$ cat src/rtl/cdiv_pkg.sv
package cdiv_pkg;

  localparam int CFG_W     = 16;
  localparam int DIV_W     = 7;
  localparam int PRE_W     = 2;

  // field positions (software-visible layout)
  localparam int DIV_LSB   = 0;
  localparam int PRE_LSB   = 8;
  localparam int PSEL_BIT  = 13;
  localparam int ESEL_BIT  = 14;
  localparam int EN_BIT    = 15;

  localparam int MIN_DIV   = 2;

  typedef struct packed {
    logic             en;
    logic             esel;
    logic             psel;
    logic [PRE_W-1:0] pre;
    logic [DIV_W-1:0] div;
  } cfg_t;

  function automatic cfg_t cfg_unpack(input logic [CFG_W-1:0] w);
    cfg_t c;
    c.en   = w[EN_BIT];
    c.esel = w[ESEL_BIT];
    c.psel = w[PSEL_BIT];
    c.pre  = w[PRE_LSB +: PRE_W];
    c.div  = w[DIV_LSB +: DIV_W];
    return c;
  endfunction

  function automatic logic [CFG_W-1:0] cfg_pack(input cfg_t c);
    logic [CFG_W-1:0] w;
    w = '0;
    w[EN_BIT]              = c.en;
    w[ESEL_BIT]            = c.esel;
    w[PSEL_BIT]            = c.psel;
    w[PRE_LSB +: PRE_W]    = c.pre;
    w[DIV_LSB +: DIV_W]    = c.div;
    return w;
  endfunction

  function automatic logic cfg_legal(input cfg_t c);
    return (c.pre != '0) && (c.div >= DIV_W'(MIN_DIV));
  endfunction

endpackage

$ cat src/rtl/cdiv_cfg_reg.sv
module cdiv_cfg_reg
  import cdiv_pkg::*;
(
  input  logic             clk,
  input  logic             rst_n,
  input  logic             wr,
  input  logic [CFG_W-1:0] wdata,
  output cfg_t             cfg,
  output logic [CFG_W-1:0] rdata,
  output logic             err
);

  cfg_t cfg_q;
  cfg_t wr_cfg;
  logic err_q;

  assign wr_cfg = cfg_unpack(wdata);

  always_ff @(posedge clk or negedge rst_n) begin
    if (!rst_n) begin
      cfg_q <= '0;
      err_q <= 1'b0;
    end else begin
      if (wr) begin
        cfg_q <= wr_cfg;
        if (wr_cfg.en && !cfg_legal(wr_cfg)) begin
          err_q <= 1'b1;
        end
      end
    end
  end

  assign cfg   = cfg_q;
  assign rdata = cfg_pack(cfg_q);
  assign err   = err_q;

endmodule

$ cat src/rtl/cdiv_src_sel.sv
module cdiv_src_sel #(
  parameter int N_SRC = 3
) (
  input  logic [N_SRC-1:0] ticks,
  input  logic             esel,
  input  logic             psel,
  output logic             tick_out
);

  localparam int IDX_W = (N_SRC > 1) ? $clog2(N_SRC) : 1;

  logic [IDX_W-1:0] idx;
  logic [N_SRC-1:0] hit;

  // index 0: crystal, 1: first PLL, 2: second PLL
  always_comb begin
    if (!esel)     idx = IDX_W'(0);
    else if (psel) idx = IDX_W'(2);
    else           idx = IDX_W'(1);
  end

  for (genvar g = 0; g < N_SRC; g++) begin : g_pick
    assign hit[g] = ticks[g] && (idx == IDX_W'(g));
  end

  assign tick_out = |hit;

endmodule

$ cat src/rtl/cdiv_predivider.sv
module cdiv_predivider #(
  parameter int CODE_W = 2
) (
  input  logic              clk,
  input  logic              rst_n,
  input  logic              clr,
  input  logic              tick,
  input  logic [CODE_W-1:0] code,
  output logic              pulse
);

  localparam logic [CODE_W-1:0] CODE_HALF  = CODE_W'(2);
  localparam logic [CODE_W-1:0] CODE_THREE = CODE_W'(3);

  logic [1:0] cnt_q;
  logic       phase_q;
  logic [1:0] last;

  // terminal count: 1 for a 2-tick period, 2 for a 3-tick period
  always_comb begin
    if (code == CODE_THREE || (code == CODE_HALF && phase_q)) last = 2'd2;
    else                                                       last = 2'd1;
  end

  assign pulse = !clr && tick && (cnt_q == last);

  always_ff @(posedge clk or negedge rst_n) begin
    if (!rst_n) begin
      cnt_q   <= '0;
      phase_q <= 1'b0;
    end else if (clr) begin
      cnt_q   <= '0;
      phase_q <= 1'b0;
    end else if (tick) begin
      if (cnt_q == last) begin
        cnt_q <= '0;
        if (code == CODE_HALF) phase_q <= !phase_q;
      end else begin
        cnt_q <= cnt_q + 2'd1;
      end
    end
  end

endmodule

$ cat src/rtl/cdiv_intdivider.sv
module cdiv_intdivider #(
  parameter int W = 7
) (
  input  logic         clk,
  input  logic         rst_n,
  input  logic         clr,
  input  logic         step,
  input  logic [W-1:0] limit,
  output logic         wrap
);

  logic [W-1:0] cnt_q;
  logic [W-1:0] last;

  assign last = limit - W'(1);
  assign wrap = !clr && step && (cnt_q == last);

  always_ff @(posedge clk or negedge rst_n) begin
    if (!rst_n) begin
      cnt_q <= '0;
    end else if (clr) begin
      cnt_q <= '0;
    end else if (step) begin
      if (cnt_q == last) cnt_q <= '0;
      else               cnt_q <= cnt_q + W'(1);
    end
  end

endmodule

$ cat src/rtl/frac_clk_div.sv
module frac_clk_div
  import cdiv_pkg::*;
(
  input  logic             clk,
  input  logic             rst_n,
  input  logic             xtal_tick,
  input  logic             pll1_tick,
  input  logic             pll2_tick,
  input  logic             cfg_wr,
  input  logic [CFG_W-1:0] cfg_wdata,
  output logic [CFG_W-1:0] cfg_rdata,
  output logic             out_tick,
  output logic             cfg_err
);

  localparam int N_SRC = 3;

  cfg_t cfg_q;
  cfg_t act_q;
  logic run_q;
  logic clr;
  logic src_tick;
  logic pre_pulse;
  logic period_end;
  logic out_q;

  cdiv_cfg_reg u_cfg (
    .clk   (clk),
    .rst_n (rst_n),
    .wr    (cfg_wr),
    .wdata (cfg_wdata),
    .cfg   (cfg_q),
    .rdata (cfg_rdata),
    .err   (cfg_err)
  );

  cdiv_src_sel #(.N_SRC(N_SRC)) u_src (
    .ticks    ({pll2_tick, pll1_tick, xtal_tick}),
    .esel     (act_q.esel),
    .psel     (act_q.psel),
    .tick_out (src_tick)
  );

  assign clr = !run_q;

  cdiv_predivider #(.CODE_W(PRE_W)) u_pre (
    .clk   (clk),
    .rst_n (rst_n),
    .clr   (clr),
    .tick  (src_tick),
    .code  (act_q.pre),
    .pulse (pre_pulse)
  );

  cdiv_intdivider #(.W(DIV_W)) u_int (
    .clk   (clk),
    .rst_n (rst_n),
    .clr   (clr),
    .step  (pre_pulse),
    .limit (act_q.div),
    .wrap  (period_end)
  );

  // run control: start from idle, swap settings only at a period boundary
  always_ff @(posedge clk or negedge rst_n) begin
    if (!rst_n) begin
      run_q <= 1'b0;
      act_q <= '0;
      out_q <= 1'b0;
    end else begin
      out_q <= period_end && cfg_q.en;
      if (!cfg_q.en) begin
        run_q <= 1'b0;
      end else if (!run_q) begin
        if (cfg_legal(cfg_q)) begin
          run_q <= 1'b1;
          act_q <= cfg_q;
        end
      end else if (period_end) begin
        if (cfg_legal(cfg_q)) act_q <= cfg_q;
        else                  run_q <= 1'b0;
      end
    end
  end

  assign out_tick = out_q;

endmodule

$ cat config.mk
export PLATFORM = sky130hd
export DESIGN_NAME = frac_clk_div
export DESIGN_NICKNAME = d
export VERILOG_FILES = /design/src/rtl/cdiv_pkg.sv /design/src/rtl/cdiv_cfg_reg.sv /design/src/rtl/cdiv_src_sel.sv /design/src/rtl/cdiv_predivider.sv /design/src/rtl/cdiv_intdivider.sv /design/src/rtl/frac_clk_div.sv
export SDC_FILE = /design/constraint.sdc
export NUM_CORES = 1
export LEC_CHECK = 0
export BUFFER_PORTS_ARGS = -buffer_cell sky130_fd_sc_hd__buf_2
export CAP_MARGIN = 20
export CORE_ASPECT_RATIO = 0.6
export CORE_MARGIN = 2
export CORE_UTILIZATION = 35
export DETAILED_ROUTE_END_ITERATION = 8
export PLACE_DENSITY = 0.68
export SETUP_SLACK_MARGIN = 0.2
export SYNTH_ARGS = -nofsm -noshare
export SYNTH_HDL_FRONTEND = slang
export SYNTH_SLANG_ARGS = --single-unit
$ cat constraint.sdc
create_clock -name clk -period 2.4 [get_ports clk]
set_input_delay 0.72 -clock clk [delete_from_list [all_inputs] [get_ports clk]]
set_output_delay 0.72 -clock clk [all_outputs]
set_load 0.02 [all_outputs]
Word-level counts from Yosys, hierarchy flattened
Index checks and enable logic that the tools add are counted.
Word-level totals
  output and inout port bits: 18
  bits in registers: 37
  word-level logic and storage cells: 74
  bits of input ports: 22
Cells by class
  mux-type cells: 20
  $add $sub $neg: 3
  magnitude comparators: 2
  reduce and logical (&&, ||, !) cells: 22
  eq/ne operators: 11
Operators by type and width (number)
  $mux W12: 3
  $mux W7: 3
  $ge A7 B2 Y1 const B: 2
  $logic_and A1 B1 Y1: 12
  $mux W2: 6
  $ne A2 B1 Y1 const B: 5
  $mux W1: 8
  $add A7 B1 Y7 const B: 1
  $eq A7 B7 Y1: 1
  $sub A7 B1 Y7 const B: 1
  $eq A2 B2 Y1 const B: 3
  $reduce_and A2 Y1: 2
  $reduce_bool A2 Y1: 2
  $reduce_and A3 Y1: 1
  $reduce_or A3 Y1: 1
  $add A2 B1 Y2 const B: 1
  $eq A2 B1 Y1 const B: 1
  $eq A2 B2 Y1: 1
  $logic_not A1 Y1: 2
  $logic_not A2 Y1: 1
  $logic_or A1 B1 Y1: 1

Depth between registers and ports, before layout
Gate-level depths: netlist of run 1.
  word-level depth: 12
  gate-level depth with buffers: 9

Modules after synthesis
Synthesis of run 1 repeated with hierarchy kept, for this count alone.
Second synthesis, totals
  cells, all modules: 180
  area, all modules: 2034.5 µm²
Modules (own cells, without submodules)
  cdiv_intdivider: cells an instance 71, area an instance 631.9 µm², seq. area each 175.2 µm², instances 1
  cdiv_cfg_reg: cells an instance 47, area an instance 626.9 µm², seq. area each 325.3 µm², instances 1
  frac_clk_div: cells an instance 37, area an instance 563.0 µm², seq. area each 325.3 µm², instances 1
  cdiv_predivider: cells an instance 22, area an instance 193.9 µm², seq. area each 75.1 µm², instances 1
  cdiv_src_sel: cells an instance 3, area an instance 18.8 µm², seq. area each 0.0 µm², instances 1

Worst setup path after synthesis of run 1
OpenSTA, ideal clock, no wires.
  path type: register to register
  start: register act_q[0] in the netlist's numbering
  end: register act_q[0] in the netlist's numbering
  data arrival time: 2.177 ns
  data required time: 2.275 ns
  slack: 0.098 ns
  period minus slack after synthesis: 2.302 ns
  library setup time: 0.125 ns
  path buffers: 1
  stages on the path, launching flop included: 8
  cells stage by stage: dfrtp_1 > or3_4 > o31a_1 > nor4_2 > o221ai_2 > o2bb2ai_2 > buf_6 > mux2_4
Between the ends
  word-level cells in the longest chain between the ends: 5
  elaborated cells between the ends (all ways): 8
  classes of those cells: add/sub (1); eq/ne (2); mux (3); reduce/logical (2)
Ends and longest elaborated chain
  from (decl): RTL line frac_clk_div.sv:19  | cfg_t act_q;
  from (signal assigned): RTL line frac_clk_div.sv:77  | act_q <= cfg_q;
  from (signal assigned): RTL line frac_clk_div.sv:80  | if (cfg_legal(cfg_q)) act_q <= cfg_q;
  $sub A7 B1 Y7: RTL line cdiv_intdivider.sv:15  | assign last = limit - W'(1);
  $eq A7 B7 Y1: RTL line cdiv_intdivider.sv:16  | assign wrap = !clr && step && (cnt_q == last);
  $logic_and A1 B1 Y1: RTL line cdiv_intdivider.sv:16
  $ne A2 B1 Y1 (no source line)
  $reduce_and A2 Y1 (no source line)
Several ways; a longest one is shown, not always the timed one. The select of a mux whose other input is x is not followed.
A chain may end at the register's enable or synchronous reset.

Worst setup path after layout of run 1
  start: register act_q[2] in the netlist's numbering
  end: register act_q[9] in the netlist's numbering
Between the ends
  word-level cells in the longest chain between the ends: 5
Ends and longest elaborated chain (RTL line)
  $sub A7 B1 Y7: cdiv_intdivider.sv:15
  $eq A7 B7 Y1: cdiv_intdivider.sv:16
  $logic_and A1 B1 Y1: cdiv_intdivider.sv:16
  $ne A2 B1 Y1 (no source line)
  $reduce_and A2 Y1 (no source line)
Every way passes these cells.

==> flow_metrics.env, run 1 <==
export IMPL_ios=40
export IMPL_synthArstFlopShare_pct=100
export IMPL_muxShareOfSynthArea_pct=17.0
export IMPL_finalNetCount=226
export IMPL_yosys_top_cells_area="dfrtp_1, mux2_4, mux2_2"
export IMPL_drt_pass1_iterations=4
export IMPL_rsz0062_at_grt="true"
export IMPL_layout_drive_gt1_share_pct=40.9
export IMPL_crit_arrival_ns=2.57
export IMPL_crit_required_ns=2.58
export IMPL_clkPwrFrac_pct=25.1
export IMPL_grt_pass1_wl_um=6440
export IMPL_vias_per_cell=4.97
export IMPL_period_minus_slack_ns=2.39
export IMPL_cp_top_family="compound AO/OA/AOI/OAI gates"
export IMPL_min_period_over_period_pct=99.5
export IMPL_die_x_um=97.9
export IMPL_synth_edf_count=0
export IMPL_synth_top_family_by_area="multiplexers"
export IMPL_drt_wl_total_um=4000
export IMPL_worst_path_max_fanout=7
export IMPL_slowest_delay_ns=0.47
export IMPL_hpwl_um=2820
export IMPL_yosysSeqAreaShare_pct=48.6
export IMPL_setup_viol=0
export IMPL_grt_overflow=0
export IMPL_slew_violations=0
export IMPL_holdWs_ns=0.331
export IMPL_fmax_ghz=0.419
export IMPL_synth_simple_area_share_pct=11.7
export IMPL_numCtsBuffers=5
export IMPL_die_h_um=60.3
export IMPL_grt_max_degree=17
export IMPL_area_growth_pct=27.0
export IMPL_cp_startpoint="act_q[2]"
export IMPL_synth_distinct_cells=42
export IMPL_drc_errors=0
export IMPL_syn_avg_cell_area_um2=11.6
export IMPL_yosys_warnings=0
export IMPL_cts_max_level=2
export IMPL_status="finished, final reports clean"
export IMPL_swShare_pct=33.6
export IMPL_avgRoutedWirePerCell_um=14.9
export IMPL_yosysTopAreaCell="dfrtp_1"
export IMPL_r2r_start="act_q[2]"
export IMPL_vias=1337
export IMPL_power_density_nw_per_um2=911
export IMPL_drtAntennaViolNets=0
export IMPL_synth_area_um2=1850
export IMPL_maxSlewHeadroom_pct=57.6
export IMPL_syn_inst=160
export IMPL_synth_compound_area_share_pct=11.0
export IMPL_drtIter0Drc=56
export IMPL_grt_pass1_vias=1198
export IMPL_cts_tree="done"
export IMPL_clock_sink_count=36
export IMPL_power_frac_comb_pct=33.8
export IMPL_antenna_found_initial=0
export IMPL_hold_path_class="primary input to asynchronous set/reset pin"
export IMPL_internal_power_mw=1.42
export IMPL_switching_power_mw=0.718
export IMPL_tightest_slew_ns=0.630
export IMPL_antennaDiodeCount=0
export IMPL_crit_buf_inv=1
export IMPL_cts_path_max_buffers=2
export IMPL_num_rows=20
export IMPL_worstSetupStartpointType="register"
export IMPL_track_usage_pct=14.3
export IMPL_cts_hold_buf=0
export IMPL_drv_cap=0
export IMPL_p_seq_share_pct=41.1
export IMPL_portBuffers=31
export IMPL_gp_congestion=0.751
export IMPL_cpMaxStageDelayCell="dfrtp_2"
export IMPL_start_util_pct=36.5
export IMPL_clk_pin_slew_ns=0.08
export IMPL_skew_ns=0.00639
export IMPL_crit_chain="or3_4 > o31a_1 > o211a_1 > o221ai_4 > o2bb2ai_4 > clkbuf_16 > mux2_4"
export IMPL_crit_type="register to register"
export IMPL_peakVddDrop_uv=357
export IMPL_cp_end_kind="register"
export IMPL_dieArea_um2=5910
export IMPL_synth_top_area_share_pct=48.6
export IMPL_p_leak_nw=1.03
export IMPL_ys_seq_elements=36
export IMPL_synth_xor_area_share_pct=5.20
export IMPL_clockRootBuffer="clkbuf_8"
export IMPL_synthFlopType="dfrtp_1"
export IMPL_clk_insertion_delay_late_ns=0.29
export IMPL_tns_ns=0
export IMPL_hold_viol_final=0
export IMPL_synthAdderAreaFrac_pct=1.35
export IMPL_core_um2=5080
registers in the layout, indices dropped and copies added (netlist names):
signal and cells:
u_pre.cnt_q 2, u_pre.phase_q 1, run_q 1, u_cfg.cfg 12, act_q 11, out_tick 1
u_int.cnt_q 7, u_cfg.err 1
synthesized netlist by cell type, drive strengths merged (4+ instances only):
master / number
nor2: 8
xnor2: 7
a21oi: 6
xor2: 4
dfrtp: 36
nor4: 4
o21ai: 7
nand2: 10
inv: 9
buf: 7
mux2: 22
power by group through the flow:
stage	clock network (mW)	logic (mW)	registers, mW
floorplan	0	0.501	0.852
global placement	0	0.615	0.875
detailed placement	0	0.626	0.881
CTS	0.549	0.667	0.879
global route	0.565	0.779	0.903
finish	0.538	0.723	0.880
layout by cell type, fill, tap and decap left out, types with 2 or more instances in the layout:
cell / count
a31oi_1: 2
xor2_1: 4
clkbuf_8: 5
mux2i_1: 3
and3_1: 2
nand4_1: 2
dfrtp_1: 35
nand3b_1: 2
buf_2: 31
o21bai_1: 2
nor3_1: 3
conb_1: 4
xnor2_1: 6
o21ai_0: 6
nor2_1: 8
nor2b_1: 2
inv_2: 2
inv_1: 7
mux2_4: 11
nor4_4: 2
a21oi_1: 6
nand2_1: 10
o22ai_1: 2
buf_4: 7
mux2_2: 11
metrics by stage:
step	instance area, µm²	instances	setup slack, ns	utilization [%]	total power [mW]
3_5_place_dp	2140	256	0.0396	42.1	1.51
5_1_grt	2350	269	-0.0365	46.3	2.25
6_report	2350	269	0.0110	46.3	2.14
2_1_floorplan	1920	163	0.140	-	1.35
3_3_place_gp	2140	256	0.0833	42.1	1.49
4_1_cts	2290	264	0.0180	45.0	2.09
layer usage:
metal / vias up / routed length, µm / global-route usage (%)
met5: - / 0 / 0
met4: 0 / 39 / 4.17
met3: 5 / 246 / 4.95
met2: 40 / 1470 / 17.9
met1: 635 / 2250 / 22.7
li1: 657 / - / -
logic make-up (layout without fill, tap and decap cells):
group / count (synthesis) / count (layout)
flip-flops: 36 / 36
other: 1 / 4
multiplexers: 25 / 25
AO/OA/AOI/OAI: 29 / 29
AND/OR/NAND/NOR: 39 / 39
buffers and inverters: 17 / 57
adder cells (fa/ha/maj): 2 / 2
XOR/XNOR: 11 / 11
layout make-up:
class | instances | area [µm²]
Tap cell | 66 | 82.6
Timing Repair Buffer | 40 | 253
Fill cell | 478 | 2730
Clock buffer | 5 | 68.8
Clock inverter | 3 | 42.5
Inverter | 9 | 33.8
Sequential cell | 36 | 902
Multi-Input combinational cell | 110 | 968
worst reg2reg max path: cells and delay by family (launching register included):
kind	cells	cell delay [ns]
AO/OA/AOI/OAI	4	0.96
buffers and inverters	1	0.17
flip-flops	1	0.47
multiplexers	1	0.29
AND/OR/NAND/NOR	1	0.38
path summary, 6_finish.rpt:
kind                                       to  slack [ns]  cells past startpoint
min in group clk                    u_cfg.err        0.48                      1
worst min-delay path                 act_q[5]        0.33                      1
worst min register to register      u_cfg.err        0.48                      1
max in group asynchronous       u_cfg.cfg[10]        1.57                      2
worst max-delay path                 act_q[9]        0.01                      7
worst max register to register       act_q[9]        0.01                      7
repair_timing:
item	in CTS	in global routing
setup buffers	0	4
resized for setup	5	4
pin swaps	0	2
endpoints found under the setup margin	14	18
cloned	0	1
hold endpoints to repair	0	0
Note: power is estimated with default switching activity, not from simulation.
==> run 2, diff against run 1 <==
RECOVER_POWER = 25   (was unset)
==> run 2 against run 1 <==
Net effect: clock skew is essentially flat; critical endpoint unchanged; combinational power about the same; utilization is 0.099 points lower; first-iteration DRC count is 23% higher; largest cell class unchanged; final area fell by 0.21%; count of clock-buffer cells in the layout unchanged; sequential share of layout area up 0.082 points; largest power group unchanged; flip-flop and latch count unchanged.
==> flow_metrics.env, run 2 (synthesis results as in run 1) <==
export IMPL_cts_hold_buf=0
export IMPL_avgRoutedWirePerCell_um=14.9
export IMPL_clk_insertion_delay_late_ns=0.29
export IMPL_antennaDiodeCount=0
export IMPL_maxSlewHeadroom_pct=41.5
export IMPL_hold_path_depth=1
export IMPL_finalNonFillerCells=269
export IMPL_mostFrequentLayoutCells="dfrtp_1, buf_2, mux2_2, mux2_4, nand2_1"
export IMPL_vias=1344
export IMPL_setup_viol=0
export IMPL_r2r_cells=7
export IMPL_peakVddDrop_uv=357
export IMPL_grt_max_degree=17
export IMPL_drtIter0Drc=69
export IMPL_hpwl_um=2820
export IMPL_clock_sink_count=36
export IMPL_drtAntennaViolNets=0
export IMPL_mostFrequentLayoutCell="dfrtp_1"
export IMPL_regArea_um2=902
export IMPL_skew_ns=0.00627
export IMPL_grt_pass1_vias=1198
export IMPL_reg2reg_slack_ns=0.01
export IMPL_power_density_nw_per_um2=912
export IMPL_drc_errors=0
export IMPL_clk_pin_slew_ns=0.08
export IMPL_vias_per_cell=5.00
export IMPL_numCtsBuffers=5
export IMPL_tightest_slew_ns=0.877
export IMPL_crit_required_ns=2.58
export IMPL_swShare_pct=33.6
export IMPL_dieArea_um2=5910
export IMPL_ios=40
export IMPL_p_seq_share_pct=41.1
export IMPL_period_minus_slack_ns=2.39
export IMPL_die_h_um=60.3
export IMPL_num_fill_cells=478
export IMPL_crit_arrival_ns=2.57
export IMPL_total_power_mw=2.14
export IMPL_grt_pass1_wl_um=6440
export IMPL_hold_path_class="register to register"
export IMPL_critPathCapture="act_q[9]"
export IMPL_drv_cap=0
export IMPL_r2r_start="act_q[2]"
export IMPL_cp_startpoint="act_q[2]"
export IMPL_core_um2=5080
export IMPL_clockRootBuffer="clkbuf_8"
export IMPL_internal_power_mw=1.42
export IMPL_multiInputGateArea_um2=968
export IMPL_p_leak_nw=1.02
export IMPL_switching_power_mw=0.719
export IMPL_timing_rr_end="act_q[9]"
export IMPL_cts_max_level=2
export IMPL_tns_ns=0
export IMPL_slew_violations=0
export IMPL_track_usage_pct=14.3
export IMPL_drt_pass1_iterations=4
export IMPL_antenna_found_initial=0
export IMPL_grt_overflow=0
export IMPL_worstSetupStartpointType="register"
export IMPL_cts_path_max_buffers=2
export IMPL_finalNetCount=226
export IMPL_power_frac_comb_pct=33.7
export IMPL_layout_drive_gt1_share_pct=39.9
export IMPL_crit_type="register to register"
export IMPL_status="finished, final reports clean"
export IMPL_largest_register_ff_count=12
export IMPL_worst_path_max_fanout=7
export IMPL_hold_viol_final=0
export IMPL_rsz0062_at_grt="true"
export IMPL_cts_tree="done"
export IMPL_portBuffers=31
export IMPL_clkPwrFrac_pct=25.2
export IMPL_start_util_pct=36.5
export IMPL_num_rows=20
export IMPL_final_util_pct=46.2
export IMPL_dp_cells=256
export IMPL_fmax_ghz=0.419
export IMPL_area_growth_pct=26.7
export IMPL_cp_end_kind="register"
export IMPL_drt_wl_total_um=4010
export IMPL_die_x_um=97.9
export IMPL_min_period_over_period_pct=99.6
export IMPL_gp_congestion=0.751
==> run 2: changes by cell type in the layout (fill, tap and decap cells not counted), sizes merged <==
| cell | before | now |
|---|---|---|
| buf | 39 | 37 |
| clkbuf | 6 | 8 |
==> run 2: critical path: stages, from the launching register on <==
cell and delay, ns:
dfrtp_2 0.47, or3_4 0.38, o31a_1 0.32, o211a_1 0.28, o221ai_4 0.24, o2bb2ai_4 0.12
clkbuf_16 0.17, mux2_4 0.29
==> run 2: power groups by stage <==
stage          Combinational (mW)  Clock [mW]  Sequential, mW
2_1_floorplan               0.501           0           0.852
3_3_place_gp                0.615           0           0.875
3_5_place_dp                0.626           0           0.881
4_1_cts                     0.667       0.549           0.879
5_1_grt                     0.778       0.565           0.903
6_report                    0.721       0.539           0.880
==> run 2: routing by layer <==
metal | routed length (µm) | global-route usage (%) | up-vias
met3 | 258 | 4.95 | 5
met1 | 2240 | 22.7 | 639
met2 | 1470 | 17.9 | 45
met5 | 0 | 0 | -
met4 | 39 | 4.17 | 0
li1 | - | - | 655
==> run 2: final cells by class <==
| type | instances | share of cell area [%] |
|---|---|---|
| Sequential cell | 36 | 38.5 |
| Tap cell | 66 | 3.52 |
| Timing Repair Buffer | 40 | 10.6 |
| Clock inverter | 3 | 1.81 |
| Multi-Input combinational cell | 110 | 41.3 |
| Clock buffer | 5 | 2.93 |
| Inverter | 9 | 1.44 |
==> run 2: how the worst min path moves through the flow <==
stage | slack [ns] | to | from
after floorplan | 0.42 | act_q[0] | rst_n
after global placement | 0.46 | u_cfg.err | u_cfg.err
after detailed placement | 0.47 | u_cfg.err | u_cfg.err
after CTS | 0.34 | act_q[1] | rst_n
after global routing | 0.52 | u_cfg.err | u_cfg.err
final | 0.48 | u_cfg.err | u_cfg.err
==> run 2: what timing repair did <==
item / in CTS / in global routing
setup buffers: 0 / 4
setup endpoints to repair: 14 / 18
pin swaps: 0 / 2
gates cloned: 0 / 1
resized for setup: 5 / 4
==> run 2: per-stage QoR <==
stage          hold slack (ns)  worst slack [ns]  cell area (µm²)
6_report                 0.480            0.0105             2350
5_1_grt                  0.517           -0.0365             2350
4_1_cts                  0.338            0.0180             2290
3_5_place_dp             0.466            0.0396             2140
3_3_place_gp             0.458            0.0833             2140
2_1_floorplan            0.424             0.140             1920
==> run 3, diff against run 2 <==
--- a/config.mk
+++ b/config.mk
@@ -12,7 +12,8 @@
 export CORE_UTILIZATION = 35
 export DETAILED_ROUTE_END_ITERATION = 8
+export MAX_ROUTING_LAYER = met4
 export PLACE_DENSITY = 0.68
 export RECOVER_POWER = 25
-export SETUP_SLACK_MARGIN = 0.2
+export SETUP_SLACK_MARGIN = 0.05
 export SYNTH_ARGS = -nofsm -noshare
 export SYNTH_HDL_FRONTEND = slang
==> constraint.sdc (replaced) <==
create_clock -name clk -period 2.4 [get_ports clk]
set_input_delay 0.72 -clock clk [delete_from_list [all_inputs] [get_ports clk]]
set_output_delay 0.72 -clock clk [all_outputs]
set_load 0.1 [all_outputs]
==> run 3 against run 2 <==
Net effect: register-to-register slack better by 0.10 ns; flip-flop and latch count is the same; utilization decreased by 1.7 points; clock power shrank 14%; final cell count grew 0.37%; count of clock-buffer cells in the layout up 2; die area stayed put; worst hold slack got worse by 0.0047 ns; routed wire length fell by 5.2%; sequential power decreased by 3.5%; critical endpoint is now act_q[7]; largest cell class unchanged.
==> flow_metrics.env, run 3 (synthesis results as in run 1) <==
export IMPL_largest_register_ff_count=12
export IMPL_drtAntennaViolNets=0
export IMPL_cts_max_level=2
export IMPL_crit_required_ns=2.58
export IMPL_antennaDiodeCount=0
export IMPL_crit_chain="or3_4 > o31a_1 > nor4_2 > o221ai_2 > o2bb2ai_4 > buf_6 > mux2_4"
export IMPL_cts_tree="done"
export IMPL_setup_viol=0
export IMPL_dieArea_um2=5910
export IMPL_status="finished, final reports clean"
export IMPL_fmax_ghz=0.437
export IMPL_gp_congestion=0.739
export IMPL_cpMaxStageDelayCell="dfrtp_1"
export IMPL_mostFrequentLayoutCells="dfrtp_1, buf_2, mux2_2, mux2_4, nand2_1"
export IMPL_cp_end_kind="register"
export IMPL_cts_path_max_buffers=2
export IMPL_dp_cells=258
export IMPL_grt_overflow=0
export IMPL_crit_arrival_ns=2.46
export IMPL_slew_violations=0
export IMPL_hold_path_class="register to register"
export IMPL_finalNetCount=227
export IMPL_min_period_over_period_pct=95.3
export IMPL_holdWs_ns=0.475
export IMPL_clock_sink_count=36
export IMPL_switching_power_mw=0.814
export IMPL_tns_ns=0
export IMPL_numCtsBuffers=5
export IMPL_drtIter0Drc=51
export IMPL_grt_max_degree=37
export IMPL_grt_pass1_vias=1256
export IMPL_clockRootBuffer="clkbuf_8"
export IMPL_worstSetupStartpointType="register"
export IMPL_setup_slack_ns=0.114
export IMPL_vias_per_cell=5.01
export IMPL_portBuffers=31
export IMPL_crit_type="register to register"
export IMPL_clkPwrFrac_pct=21.6
export IMPL_skew_ns=0.00597
export IMPL_p_seq_share_pct=39.7
export IMPL_clk_pin_slew_ns=0.07
export IMPL_mostFrequentLayoutCell="dfrtp_1"
export IMPL_cts_hold_buf=0
export IMPL_drv_cap=0
export IMPL_finalNonFillerCells=270
export IMPL_hpwl_um=2660
export IMPL_area_growth_pct=21.9
export IMPL_power_frac_comb_pct=38.7
export IMPL_slowest_delay_ns=0.39
export IMPL_tightest_slew_ns=0.883
export IMPL_worst_path_max_fanout=6
export IMPL_drt_wl_total_um=3800
export IMPL_internal_power_mw=1.32
export IMPL_final_util_pct=44.4
export IMPL_rsz0062_at_grt="true"
export IMPL_peakVddDrop_uv=420
export IMPL_pre_cts_ws_ns=0.0322
export IMPL_ios=40
export IMPL_num_rows=20
export IMPL_core_um2=5080
export IMPL_grt_pass1_wl_um=6450
export IMPL_p_leak_nw=1.00
export IMPL_maxSlewHeadroom_pct=41.2
export IMPL_track_usage_pct=15.1
export IMPL_avgRoutedWirePerCell_um=14.1
export IMPL_reg2reg_slack_ns=0.11
export IMPL_die_x_um=97.9
export IMPL_antenna_found_initial=0
export IMPL_period_minus_slack_ns=2.29
export IMPL_start_util_pct=36.5
export IMPL_drc_errors=0
export IMPL_power_density_nw_per_um2=946
export IMPL_drt_pass1_iterations=4
export IMPL_swShare_pct=38.1
export IMPL_vias=1352
export IMPL_clk_insertion_delay_late_ns=0.29
export IMPL_hold_viol_final=0
export IMPL_layout_drive_gt1_share_pct=37.3
export IMPL_die_h_um=60.3
-- run 3: cell type report --
| class | instances | area [µm²] |
|---|---|---|
| clock buffer | 7 | 86.3 |
| clock inverter | 1 | 7.51 |
| fill | 491 | 2820 |
| inverter | 9 | 33.8 |
| multi-input combinational | 110 | 906 |
| sequential | 36 | 901 |
| tap | 66 | 82.6 |
| timing repair buffer | 41 | 240 |
-- run 3: worst paths after layout --
path                       cells past startpoint  startpoint        endpoint
max reg2reg                                    7    act_q[1]        act_q[7]
min                                            1   u_cfg.err       u_cfg.err
max in group asynchronous                      1       rst_n    u_cfg.cfg[9]
max                                            7    act_q[1]        act_q[7]
min reg2reg                                    1   u_cfg.err       u_cfg.err
min in group asynchronous                      1       rst_n  u_int.cnt_q[0]
-- run 3: through the flow --
step                      power, mW  cell area, µm²
after floorplan                1.44            1860
after global placement         1.61            2100
after detailed placement       1.62            2100
after CTS                      2.18            2310
after global routing           2.26            2260
final                          2.14            2260
-- run 3: critical path, delay by kind of cell, from the launching register on --
family | cells | cell delay [ns]
AO/OA/AOI/OAI | 3 | 0.62
buffers and inverters | 1 | 0.16
flip-flops | 1 | 0.39
multiplexers | 1 | 0.30
AND/OR/NAND/NOR | 2 | 0.69
-- run 3: routing by layer --
metal	wire length (µm)	vias up	part of all wire [%]	track usage, %
met3	253	7	6.7	4.49
met5	0	-	0	-
met1	2040	646	54	21.1
li1	-	660	-	-
met2	1420	39	37	19.6
met4	83	0	2.2	7.74
-- run 3: power by group through the flow --
stage / Clock (mW) / Sequential [mW] / Combinational, mW
finish: 0.461 / 0.849 / 0.827
detailed placement: 0 / 0.851 / 0.773
global placement: 0 / 0.844 / 0.761
CTS: 0.479 / 0.849 / 0.850
global route: 0.505 / 0.873 / 0.886
floorplan: 0 / 0.970 / 0.465
-- run 3: timing repair --
action,CTS,global route
setup endpoints to repair,11,15
gates cloned,1,0
pin swaps,7,5
gates resized for setup,10,1
setup buffers,5,0
